`config.mk`:
```
export PLATFORM = sky130hd
export DESIGN_NAME = rx_cell_arbiter
export DESIGN_NICKNAME = d
export VERILOG_FILES = /design/src/rtl/rxa_pkg.sv /design/src/rtl/rxa_utp_fill.sv /design/src/rtl/rxa_cell_store.sv /design/src/rtl/rxa_nib_tx.sv /design/src/rtl/rx_cell_arbiter.sv
export SDC_FILE = /design/constraint.sdc
export NUM_CORES = 1
export LEC_CHECK = 0
export BUFFER_PORTS_ARGS = -buffer_cell sky130_fd_sc_hd__buf_4
export CORE_MARGIN = 2
export CORE_UTILIZATION = 46
export DETAILED_ROUTE_END_ITERATION = 8
export SLEW_MARGIN = 10
export SYNTH_ARGS = -nofsm -noshare
export SYNTH_HDL_FRONTEND = slang
export SYNTH_SLANG_ARGS = --single-unit
```
`constraint.sdc`:
```
create_clock -name clk -period 3.2 [get_ports clk]
set_input_delay 0 -clock clk [delete_from_list [all_inputs] [get_ports clk]]
set_output_delay 0 -clock clk [all_outputs]
set_load 0.05 [all_outputs]
```
`src/rtl/rxa_pkg.sv`:
```
// Package: shared types of the receive cell path arbiter.
// Assumes: nothing; types only.
package rxa_pkg;

    // State of the nibble transmitter.
    typedef enum logic {
        TX_IDLE = 1'b0,
        TX_SEND = 1'b1
    } tx_state_e;

    // Source of the cell being transmitted.
    typedef enum logic {
        SRC_BUF = 1'b0,
        SRC_LOC = 1'b1
    } cell_src_e;

endpackage

```
`src/rtl/rxa_utp_fill.sv`:
```
// Module: rxa_utp_fill
// Generates the half-rate byte strobe and runs the UTOPIA receive cell-level
// handshake. It writes each taken byte into the current buffer slot and
// reports when a complete cell has been stored.
// Assumes: the PHY presents one byte for every strobe edge while rd_en is
// high, and it only raises clav when it holds a whole cell.
module rxa_utp_fill #(
    parameter int CELL_BYTES = 53,
    localparam int IW = $clog2(CELL_BYTES)
) (
    input  logic          clk,
    input  logic          rst_n,
    input  logic          utp_clav,
    input  logic [7:0]    utp_data,
    input  logic          utp_soc,
    input  logic          slot_free,
    output logic          byte_stb,
    output logic          rd_en,
    output logic          wr_en,
    output logic [IW-1:0] wr_idx,
    output logic [7:0]    wr_byte,
    output logic          commit
);

    localparam logic [IW-1:0] LAST_IDX = IW'(CELL_BYTES - 1);

    logic          phase;
    logic [IW-1:0] wr_cnt;

    // Toggle the byte phase each cycle; a high phase marks a byte edge.
    always_ff @(posedge clk) begin
        if (!rst_n) phase <= 1'b0;
        else        phase <= ~phase;
    end

    assign byte_stb = phase;

    // Store position: a marked byte always lands at index 0.
    assign wr_idx  = utp_soc ? '0 : wr_cnt;
    assign wr_byte = utp_data;
    assign wr_en   = phase & rd_en;
    assign commit  = wr_en && (wr_idx == LAST_IDX);

    // Handshake: start a pull on clav with room, stop after the last byte.
    always_ff @(posedge clk) begin
        if (!rst_n) begin
            rd_en  <= 1'b0;
            wr_cnt <= '0;
        end else if (phase) begin
            if (rd_en) begin
                if (wr_idx == LAST_IDX) begin
                    rd_en  <= 1'b0;
                    wr_cnt <= '0;
                end else begin
                    wr_cnt <= wr_idx + 1'b1;
                end
            end else if (utp_clav && slot_free) begin
                rd_en  <= 1'b1;
                wr_cnt <= '0;
            end
        end
    end

    // the pull enable only moves on byte-strobe edges.
    a_r2_rd_en_on_strobe: assert property (@(posedge clk) disable iff (!rst_n)
        !byte_stb |=> $stable(rd_en));

    // a pull only starts after clav with a free slot.
    a_r3_start_needs_room: assert property (@(posedge clk) disable iff (!rst_n)
        $rose(rd_en) |-> $past(utp_clav && slot_free));

    // no pull may start while the buffer has no free slot.
    a_r10_no_pull_when_full: assert property (@(posedge clk) disable iff (!rst_n)
        (byte_stb && !rd_en && !slot_free) |=> !rd_en);

endmodule

```
`src/rtl/rxa_cell_store.sv`:
```
// Module: rxa_cell_store
// Holds CELL_SLOTS whole cells in a flat byte memory that is used as a ring
// of slots. It tracks how many slots hold a complete cell and serves byte
// reads from the oldest slot.
// Assumes: commit is never raised while every slot is full, and release
// is never raised while no slot is full.
module rxa_cell_store #(
    parameter int CELL_BYTES = 53,
    parameter int CELL_SLOTS = 2,
    localparam int IW    = $clog2(CELL_BYTES),
    localparam int DEPTH = CELL_BYTES * CELL_SLOTS,
    localparam int AW    = $clog2(DEPTH),
    localparam int SW    = (CELL_SLOTS > 1) ? $clog2(CELL_SLOTS) : 1,
    localparam int CW    = $clog2(CELL_SLOTS + 1)
) (
    input  logic          clk,
    input  logic          rst_n,
    input  logic          wr_en,
    input  logic [IW-1:0] wr_idx,
    input  logic [7:0]    wr_byte,
    input  logic          commit,
    input  logic          release_cell,
    input  logic [IW-1:0] rd_idx,
    output logic [7:0]    rd_byte,
    output logic          cell_ready,
    output logic          slot_free
);

    localparam logic [SW-1:0] LAST_SLOT = SW'(CELL_SLOTS - 1);

    logic [7:0]    mem [DEPTH];
    logic [SW-1:0] wr_slot;
    logic [SW-1:0] rd_slot;
    logic [CW-1:0] full_cnt;
    logic [AW-1:0] wr_addr;
    logic [AW-1:0] rd_addr;

    assign wr_addr = AW'(wr_slot) * AW'(CELL_BYTES) + AW'(wr_idx);
    assign rd_addr = AW'(rd_slot) * AW'(CELL_BYTES) + AW'(rd_idx);

    // Byte write into the slot being filled.
    always_ff @(posedge clk) begin
        if (wr_en) mem[wr_addr] <= wr_byte;
    end

    assign rd_byte = mem[rd_addr];

    // Advance the fill and drain slot pointers around the ring.
    always_ff @(posedge clk) begin
        if (!rst_n) begin
            wr_slot <= '0;
            rd_slot <= '0;
        end else begin
            if (commit)
                wr_slot <= (wr_slot == LAST_SLOT) ? '0 : wr_slot + 1'b1;
            if (release_cell)
                rd_slot <= (rd_slot == LAST_SLOT) ? '0 : rd_slot + 1'b1;
        end
    end

    // Count slots holding a complete cell.
    always_ff @(posedge clk) begin
        if (!rst_n) begin
            full_cnt <= '0;
        end else begin
            unique case ({commit, release_cell})
                2'b10:   full_cnt <= full_cnt + 1'b1;
                2'b01:   full_cnt <= full_cnt - 1'b1;
                default: full_cnt <= full_cnt;
            endcase
        end
    end

    assign cell_ready = (full_cnt != '0);
    assign slot_free  = (full_cnt < CW'(CELL_SLOTS));

    // a cell is only completed into a slot that was free.
    a_r10_commit_has_room: assert property (@(posedge clk) disable iff (!rst_n)
        commit |-> full_cnt < CW'(CELL_SLOTS));

    // a cell is only released if one is stored.
    a_r7_release_has_cell: assert property (@(posedge clk) disable iff (!rst_n)
        release_cell |-> full_cnt != '0);

endmodule

```
`src/rtl/rxa_nib_tx.sv`:
```
// Module: rxa_nib_tx
// Picks the next cell source at each idle decision cycle and sends the cell
// as 2*CELL_BYTES nibbles, the high nibble of each byte first, with a
// start-of-cell strobe on nibble 0.
// Assumes: the selected source presents the byte at byte_idx combinationally
// in the same cycle.
module rxa_nib_tx
    import rxa_pkg::*;
#(
    parameter int CELL_BYTES = 53,
    localparam int IW = $clog2(CELL_BYTES),
    localparam int NW = IW + 1
) (
    input  logic          clk,
    input  logic          rst_n,
    input  logic          cell_ready,
    input  logic          filling,
    input  logic          utp_clav,
    input  logic          loc_req,
    input  logic [7:0]    buf_byte,
    input  logic [7:0]    loc_data,
    output logic [IW-1:0] byte_idx,
    output logic          loc_gnt,
    output logic          release_cell,
    output logic [3:0]    nib_data,
    output logic          nib_soc,
    output logic          nib_valid
);

    localparam logic [NW-1:0] LAST_NIB = NW'(2 * CELL_BYTES - 1);
    localparam int            NIBS     = 2 * CELL_BYTES;

    tx_state_e     state;
    cell_src_e     src;
    logic [NW-1:0] nib_cnt;
    logic [7:0]    cur_byte;
    logic [3:0]    cur_nib;

    assign byte_idx     = nib_cnt[NW-1:1];
    assign cur_byte     = (src == SRC_LOC) ? loc_data : buf_byte;
    assign cur_nib      = nib_cnt[0] ? cur_byte[3:0] : cur_byte[7:4];
    assign loc_gnt      = (state == TX_SEND) && (src == SRC_LOC);
    assign release_cell = (state == TX_SEND) && (src == SRC_BUF) && (nib_cnt == LAST_NIB);

    // Arbitrate at idle, then step through the cell one nibble per cycle.
    always_ff @(posedge clk) begin
        if (!rst_n) begin
            state   <= TX_IDLE;
            src     <= SRC_BUF;
            nib_cnt <= '0;
        end else begin
            unique case (state)
                TX_IDLE: begin
                    nib_cnt <= '0;
                    if (cell_ready) begin
                        state <= TX_SEND;
                        src   <= SRC_BUF;
                    end else if (loc_req && !filling && !utp_clav) begin
                        state <= TX_SEND;
                        src   <= SRC_LOC;
                    end
                end
                TX_SEND: begin
                    if (nib_cnt == LAST_NIB) begin
                        state   <= TX_IDLE;
                        nib_cnt <= '0;
                    end else begin
                        nib_cnt <= nib_cnt + 1'b1;
                    end
                end
                default: state <= TX_IDLE;
            endcase
        end
    end

    // Register the output nibble, strobe and valid flag.
    always_ff @(posedge clk) begin
        if (!rst_n) begin
            nib_data  <= '0;
            nib_soc   <= 1'b0;
            nib_valid <= 1'b0;
        end else if (state == TX_SEND) begin
            nib_data  <= cur_nib;
            nib_soc   <= (nib_cnt == '0);
            nib_valid <= 1'b1;
        end else begin
            nib_data  <= '0;
            nib_soc   <= 1'b0;
            nib_valid <= 1'b0;
        end
    end

    // Run-length counters used only by the assertions below.
    logic [NW:0] gnt_len;
    logic [NW:0] val_len;

    // Count consecutive grant cycles and consecutive valid cycles.
    always_ff @(posedge clk) begin
        if (!rst_n) begin
            gnt_len <= '0;
            val_len <= '0;
        end else begin
            gnt_len <= loc_gnt   ? gnt_len + 1'b1 : '0;
            val_len <= nib_valid ? val_len + 1'b1 : '0;
        end
    end

    // a local grant starts only when nothing from UTOPIA is pending.
    a_r8_local_only_when_clear: assert property (@(posedge clk) disable iff (!rst_n)
        $rose(loc_gnt) |-> $past(!cell_ready && !filling && !utp_clav));

    // a grant lasts for exactly one whole cell of nibbles.
    a_r9_grant_length: assert property (@(posedge clk) disable iff (!rst_n)
        $fell(loc_gnt) |-> gnt_len == (NW+1)'(NIBS));

    // each valid run carries exactly one whole cell.
    a_r5_valid_run_length: assert property (@(posedge clk) disable iff (!rst_n)
        $fell(nib_valid) |-> val_len == (NW+1)'(NIBS));

    // the start strobe only comes with a valid nibble.
    a_r6_soc_with_valid: assert property (@(posedge clk) disable iff (!rst_n)
        nib_soc |-> nib_valid);

    // a valid run always begins with the start strobe.
    a_r11_run_starts_with_soc: assert property (@(posedge clk) disable iff (!rst_n)
        $rose(nib_valid) |-> nib_soc);

endmodule

```
`src/rtl/rx_cell_arbiter.sv`:
```
// Module: rx_cell_arbiter
// Top of the receive cell path arbiter. It pulls UTOPIA cells into the cell
// store, arbitrates between stored cells and the local cell source, and
// serialises the winner onto the 4-bit output.
// Assumes: a single nibble clock; the UTOPIA side runs at byte_stb edges.
module rx_cell_arbiter #(
    parameter int CELL_BYTES = 53,
    parameter int CELL_SLOTS = 2
) (
    input  logic                          clk,
    input  logic                          rst_n,
    output logic                          byte_stb,
    input  logic                          utp_clav,
    output logic                          utp_rd_en,
    input  logic [7:0]                    utp_data,
    input  logic                          utp_soc,
    input  logic                          loc_req,
    output logic                          loc_gnt,
    output logic [$clog2(CELL_BYTES)-1:0] loc_idx,
    input  logic [7:0]                    loc_data,
    output logic [3:0]                    nib_data,
    output logic                          nib_soc,
    output logic                          nib_valid
);

    localparam int IW = $clog2(CELL_BYTES);

    logic          wr_en;
    logic [IW-1:0] wr_idx;
    logic [7:0]    wr_byte;
    logic          commit;
    logic          release_cell;
    logic [IW-1:0] byte_idx;
    logic [7:0]    buf_byte;
    logic          cell_ready;
    logic          slot_free;

    rxa_utp_fill #(
        .CELL_BYTES(CELL_BYTES)
    ) u_fill (
        .clk      (clk),
        .rst_n    (rst_n),
        .utp_clav (utp_clav),
        .utp_data (utp_data),
        .utp_soc  (utp_soc),
        .slot_free(slot_free),
        .byte_stb (byte_stb),
        .rd_en    (utp_rd_en),
        .wr_en    (wr_en),
        .wr_idx   (wr_idx),
        .wr_byte  (wr_byte),
        .commit   (commit)
    );

    rxa_cell_store #(
        .CELL_BYTES(CELL_BYTES),
        .CELL_SLOTS(CELL_SLOTS)
    ) u_store (
        .clk         (clk),
        .rst_n       (rst_n),
        .wr_en       (wr_en),
        .wr_idx      (wr_idx),
        .wr_byte     (wr_byte),
        .commit      (commit),
        .release_cell(release_cell),
        .rd_idx      (byte_idx),
        .rd_byte     (buf_byte),
        .cell_ready  (cell_ready),
        .slot_free   (slot_free)
    );

    rxa_nib_tx #(
        .CELL_BYTES(CELL_BYTES)
    ) u_tx (
        .clk         (clk),
        .rst_n       (rst_n),
        .cell_ready  (cell_ready),
        .filling     (utp_rd_en),
        .utp_clav    (utp_clav),
        .loc_req     (loc_req),
        .buf_byte    (buf_byte),
        .loc_data    (loc_data),
        .byte_idx    (byte_idx),
        .loc_gnt     (loc_gnt),
        .release_cell(release_cell),
        .nib_data    (nib_data),
        .nib_soc     (nib_soc),
        .nib_valid   (nib_valid)
    );

    assign loc_idx = byte_idx;

    // nothing is offered or pulled right after a reset edge.
    a_r1_quiet_after_reset: assert property (@(posedge clk)
        $past(!rst_n) |-> (!nib_valid && !utp_rd_en && !loc_gnt));

endmodule

```
---- Yosys cells after proc, flatten, opt, wreduce, memory -nomap -nowiden ----
Memory sizes are Yosys's and may differ from the RTL's.
Index checks and enable logic that the tools add are counted.
word-level totals
  input bits .............................. 21
  ROM bits ................................ 0
  register bits after elaboration ......... 27
  memories kept ........................... 1
  logic and storage cells ................. 72
  output and inout port bits .............. 15
  bits in latches ......................... 0
  bits in writable memories ............... 848
memory list
  name         words  bits a word  read ports  clocked after memory_dff  wr ports  line                  RTL
  u_store.mem  106    8            1           0                         1         rxa_cell_store.sv:31  logic [7:0] mem [DEPTH];
operators by class
  shift operators ......................... 0
  reduce and logical (&&, ||, !) cells .... 17
  bitwise logic cells ..................... 4
  $mul .................................... 2
  add/subtract/negate cells ............... 8
  equal/unequal tests ..................... 4
  div/mod/pow operators ................... 0
  multiplexer cells ....................... 23
  magnitude comparators ................... 1
operators by type and width
  cell                 number
  $mux 6               4
  $add 7x6->7          2
  $mul 1x6->7 const B  2
  $pmux 7 s2           1
  $mux 1               13
  $mux 8               1
  $reduce_bool 2->1    4
  $add 7x1->7 const B  1
  $eq 7x7->1 const B   1
  $logic_and 1x1->1    7
  $logic_not 7->1      1
  $mux 7               1
  $add 6x1->6 const B  1
  $eq 6x6->1 const B   1
  $reduce_and 2->1     3
  $mux 4               1
  $pmux 2 s2           1
  $not 1->1            3
  $add 1x1->1 const B  2
  $add 2x1->2 const B  1
  $eq 2x1->1 const B   1
  $eq 2x2->1 const B   1
  $logic_not 1->1      2
  $lt 2x2->1 const B   1
  3 further kinds      3

---- Logic depth before layout (Yosys ltp) ----
  word-level depth ........................ 6
  mapped depth ............................ 14
  mapped depth without buffers ............ 10

---- Hierarchy ----
A second synthesis with hierarchy kept.
unflattened totals
  cells, all modules ...................... 1,825
  area total of the unflattened synthesis .. 34,849.7 sq um
by module, submodules not included
  module          instances  seq. area each (sq um)  area an instance (sq um)  cells an instance
  rxa_cell_store  1          25,544.5                33,591.0                  1,694
  rxa_nib_tx      1          300.3                   745.7                     70
  rxa_utp_fill    1          160.2                   513.0                     61

---- Least setup slack after synthesis ----
Ideal clock, no wire load.
  path type ............................... register -> register
  start ................................... register u_store.rd_slot
  end ..................................... register u_tx.nib_data[1]
  cell stages (with the launch flop) ...... 12
  arrival time ............................ 2.709 ns
  data required time ...................... 3.066 ns
  period minus slack after synthesis ...... 2.844 ns
  setup slack ............................. 0.356 ns
  path buffers ............................ 3
  setup time .............................. 0.134 ns
  cells stage by stage .................... dfxtp_1 > ha_1 > ha_1 > buf_4 > buf_4 > buf_2 > mux4_2 > mux4_2 > nand2_1 > a21oi_1 > o311ai_1 > o41ai_2
between the ends
  longest elaborated chain between the ends .. 5
RTL lines
  element                   line                  RTL
  start: declaration        rxa_cell_store.sv:33  logic [SW-1:0] rd_slot;
  start signal: assignment  rxa_cell_store.sv:57  rd_slot <= (rd_slot == LAST_SLOT) ? '0 : rd_slot + 1'b1;
  $mul 1x6->7               rxa_cell_store.sv:39  assign rd_addr = AW'(rd_slot) * AW'(CELL_BYTES) + AW'(rd_idx);
  $add 7x6->7               rxa_cell_store.sv:39
  $mem_v2 106x8             -
  $mux 8                    rxa_nib_tx.sv:40      assign cur_byte = (src == SRC_LOC) ? loc_data : buf_byte;
  $mux 4                    rxa_nib_tx.sv:41      assign cur_nib = nib_cnt[0] ? cur_byte[3:0] : cur_byte[7:4];
  end signal: assignment    rxa_nib_tx.sv:83      nib_data <= cur_nib;
  end: declaration          rxa_nib_tx.sv:25      output logic [3:0] nib_data,
Every way passes these cells.
A chain may end at the register's enable or synchronous reset.

---- Final worst setup path ----
  start ................................... register u_store.rd_slot
  end ..................................... register u_tx.nib_data[3]
The elaborated chain is that of the path after synthesis.

==> metrics.csv <==
stage,metric,value,unit
cells_and_area,num_antenna_cells,0,
worst_setup_path,crit_type,reg2reg,
power_and_ir_drop,powerDensity,555,nW/um^2
cells_and_area,final_cell_mix,"848 x edfxtp_1, 314 x buf_4, 210 x nand2_1",
power_and_ir_drop,leakagePower,13.4,nW
worst_setup_path,critPathSlowestCell,a311oi_1,
floorplanning,die_w,279,um
worst_setup_path,start_kind,register,
clocking,tritoncts,built,
global_routing,antenna_found_initial,1,
sta,skew,32.8,ps
floorplanning,die_h,279,um
yosys,synth_ff_type,edfxtp_1,
sta,fmax,311,MHz
yosys,yosys_warnings,0,
sta,setup_viol,1,
worst_setup_path,cpPeakStageDelay,490,ps
clocking,htree_levels,3,
sta,finalCritPeriodShare,1.00,
clocking,cts.path.max_buffers,3,
place,place_hpwl,61500,um
drt,wire_per_inst,28.5,um
clocking,clock_latency,650,ps
worst_setup_path,path_max_fanout,15,
sta,hold_viol,0,
yosys,netlist_area,34900,um^2
sta,slew_headroom,0.216,
place,port_buffers,35,
yosys,async_flop_share,0,
drt,detailedRoute.firstIterationViolations,2333,
floorplanning,fp.dieArea,78100,um^2
worst_setup_path,cp-end-kind,register,
yosys,ys_seq_area_frac,0.745,
global_routing,grt_max_degree,107,
clocking,path_clk_slew,60,ps
power_and_ir_drop,total_power,23.0,mW
place,dp.cells,3117,
cells_and_area,final_common_cell,edfxtp_1,
cells_and_area,fin_cells,3302,
power_and_ir_drop,peakVddDrop,399,uV
outcome,violations,setup timing,
drt,ant_nets,0,
job,maxCapViolations,0,
floorplanning,coreArea,75600,um^2
worst_setup_path,arrival,3760,ps
yosys,synth_edf_count,848,
global_routing,gr-total-overflow,0,
sta,rsz0062_at_grt,false,
yosys,syn_inst,1919,
outcome,outcome,"finished, violations left",
global_routing,grt_first_pass_wirelength,135000,um
worst_hold_path,worstHoldPathType,in2reg,
drt,firstDrtPassIters,6,
place,dpl_worst_slack,-55.2,ps
sta,finalCriticalPeriod,3210,ps
drt,wl,94000,um
sta,worst_slack,-12.2,ps
worst_setup_path,worst-r2r-setup-slack,-10,ps
worst_setup_path,crit_required,3750,ps
yosys,syn_nets,1954,
cells_and_area,drive_gt1_frac,0.291,
drt,viasPerCell,5.99,
floorplanning,fp-row-count,101,
cells_and_area,finish.net_count,2289,
yosys,synth.distinct_cells,67,
cells_and_area,fillCellCount,5855,
sta,tightestPinTransition,1180,ps
global_routing,first_global_vias,19266,
global_routing,track_usage,0.241,
cells_and_area,final_util,0.548,
floorplanning,initial_utilization,0.462,
sta,slew_viol_final,0,
place,place_congestion,0.976,
drt,dr_total_vias,19795,
clocking,clock_sinks,875,
floorplanning,io_pins,36,
place,post_dp_cell_area,38300,um^2
yosys,syn_avg_cell_area,18.2,um^2
clocking,cts_buffers,88,
yosys,ys_seq_elements,875,
drt,drc_errors,0,
cells_and_area,final_cell_area,41400,um^2
worst_setup_path,path_cells,ha_2 -> a311o_1 -> nand3_2 -> buf_12 -> a211oi_1 -> a311oi_2 -> buf_4 -> a311oi_1 -> nor4_1 -> a31o_2,
clocking,root_buffer,clkbuf_16,
cells_and_area,syn_to_final_growth,18.6,%
## registers in the layout (all words and copies together) (netlist names)
name / cells
u_tx.nib_soc: 1
u_fill.rd_en: 1
u_tx.nib_data: 4
u_tx.src: 1
u_tx.nib_cnt: 7
u_tx.nib_valid: 1
u_fill.wr_cnt: 6
u_store.rd_slot: 1
u_store.mem: 848
u_store.full_cnt: 2
u_tx.state: 1
u_store.wr_slot: 1
u_fill.byte_stb: 1
## power by group
part | internal, mW | total [mW] | switching, mW
clock | 5.74 | 10.0 | 4.29
combinational | 0.0913 | 0.377 | 0.285
sequential | 12.6 | 12.6 | 0.0144
## cells by family after synthesis
family,after synthesis,share of synthesized area
flip-flops,875,0.745
adder cells (fa/ha/maj),14,0.00502
AO/OA/AOI/OAI,166,0.0351
XOR/XNOR,18,0.00473
multiplexers,215,0.127
AND/OR/NAND/NOR,510,0.0633
buffers and inverters,121,0.0199
## metal layers
| metal | up-vias | part of all wire | track usage | wire length [um] |
|---|---|---|---|---|
| li1 | 8365 | - | - | - |
| met1 | 10305 | 0.41 | 0.345 | 38800 |
| met2 | 984 | 0.48 | 0.384 | 45000 |
| met3 | 141 | 0.087 | 0.0440 | 8140 |
| met4 | 0 | 0.023 | 0.0662 | 2160 |
| met5 | - | 0 | 0 | 0 |
## cell type report
cell class | instances | area, um^2 | area share
timing repair buffer | 356 | 3020 | 0.0728
clock inverter | 52 | 485 | 0.0117
clock buffer | 108 | 2320 | 0.0560
sequential | 875 | 26000 | 0.628
multi-input combinational | 923 | 8330 | 0.201
tap | 978 | 1220 | 0.0295
inverter | 10 | 37.5 | 0.000906
## final timing paths
path	start	endpoint	depth (start not counted)
setup / recovery	u_store.rd_slot$_SDFFE_PN0P_	u_tx.nib_data[3]$_SDFF_PN0_	10
hold / removal	utp_data[5]	u_store.mem[46][5]$_DFFE_PP_	1
setup reg to reg	u_store.rd_slot$_SDFFE_PN0P_	u_tx.nib_data[3]$_SDFF_PN0_	10
hold reg to reg	u_fill.wr_cnt[5]$_SDFFE_PN0P_	u_fill.wr_cnt[5]$_SDFFE_PN0P_	1
## critical path, delay by kind of cell (launching register included)
family,cells,cell delay (ps)
AOI/OAI and AO/OA,5,1420
and+or+nand+nor,2,390
adders and majority gates,1,480
buffers and inverters,2,420
DFF,1,390
## cells in the mapped netlist, drive strengths merged (2+ instances only)
cell     instances  share of area
and4             2        0.00050
clkbuf          33         0.0035
mux2             2        0.00065
nand3           78          0.011
o2111ai          9         0.0023
o211ai           6         0.0013
ha              14         0.0050
a32oi           28         0.0070
nand2          210          0.023
o32ai            2        0.00050
buf             78          0.015
o221a            2        0.00065
a31oi           12         0.0022
nand2b           2        0.00036
a22o             2        0.00050
or3              4        0.00072
nor3b            2        0.00043
xor2             8         0.0020
mux2i           31         0.0089
o311ai           4         0.0010
a311oi           9         0.0023
nand4           11         0.0020
nor4             2        0.00036
xnor2           10         0.0027
edfxtp         848           0.73
a211oi          10         0.0022
a21boi           3        0.00065
inv              9        0.00097
o21bai           2        0.00043
o41ai            2        0.00072
a21oi           26         0.0037
mux4           182           0.12
and3            10         0.0018
nor2b           20         0.0036
dfxtp           27          0.015
a31o             2        0.00050
a221oi           5         0.0013
and2            11         0.0020
nor3             5        0.00072
o21ai           24         0.0034
a22oi            8         0.0017
nor2           149          0.016
## per-stage QoR
step	TNS [ps]	hold slack [ps]
CTS	0	60.4
detailed placement	-55.2	356
global placement	-74.4	350
finish	-12.2	62.6
floorplan	0	98.9
global route	0	106
## timing repair
item,4_1_cts,5_1_grt
setup buffers,0,7
endpoints found under the hold margin,196,0
hold buffers,17,0
pin swaps,0,2
gates resized for setup,2,9
gates cloned,0,1
setup endpoints to repair,1,414
Note: power is estimated with default switching activity, not from simulation.
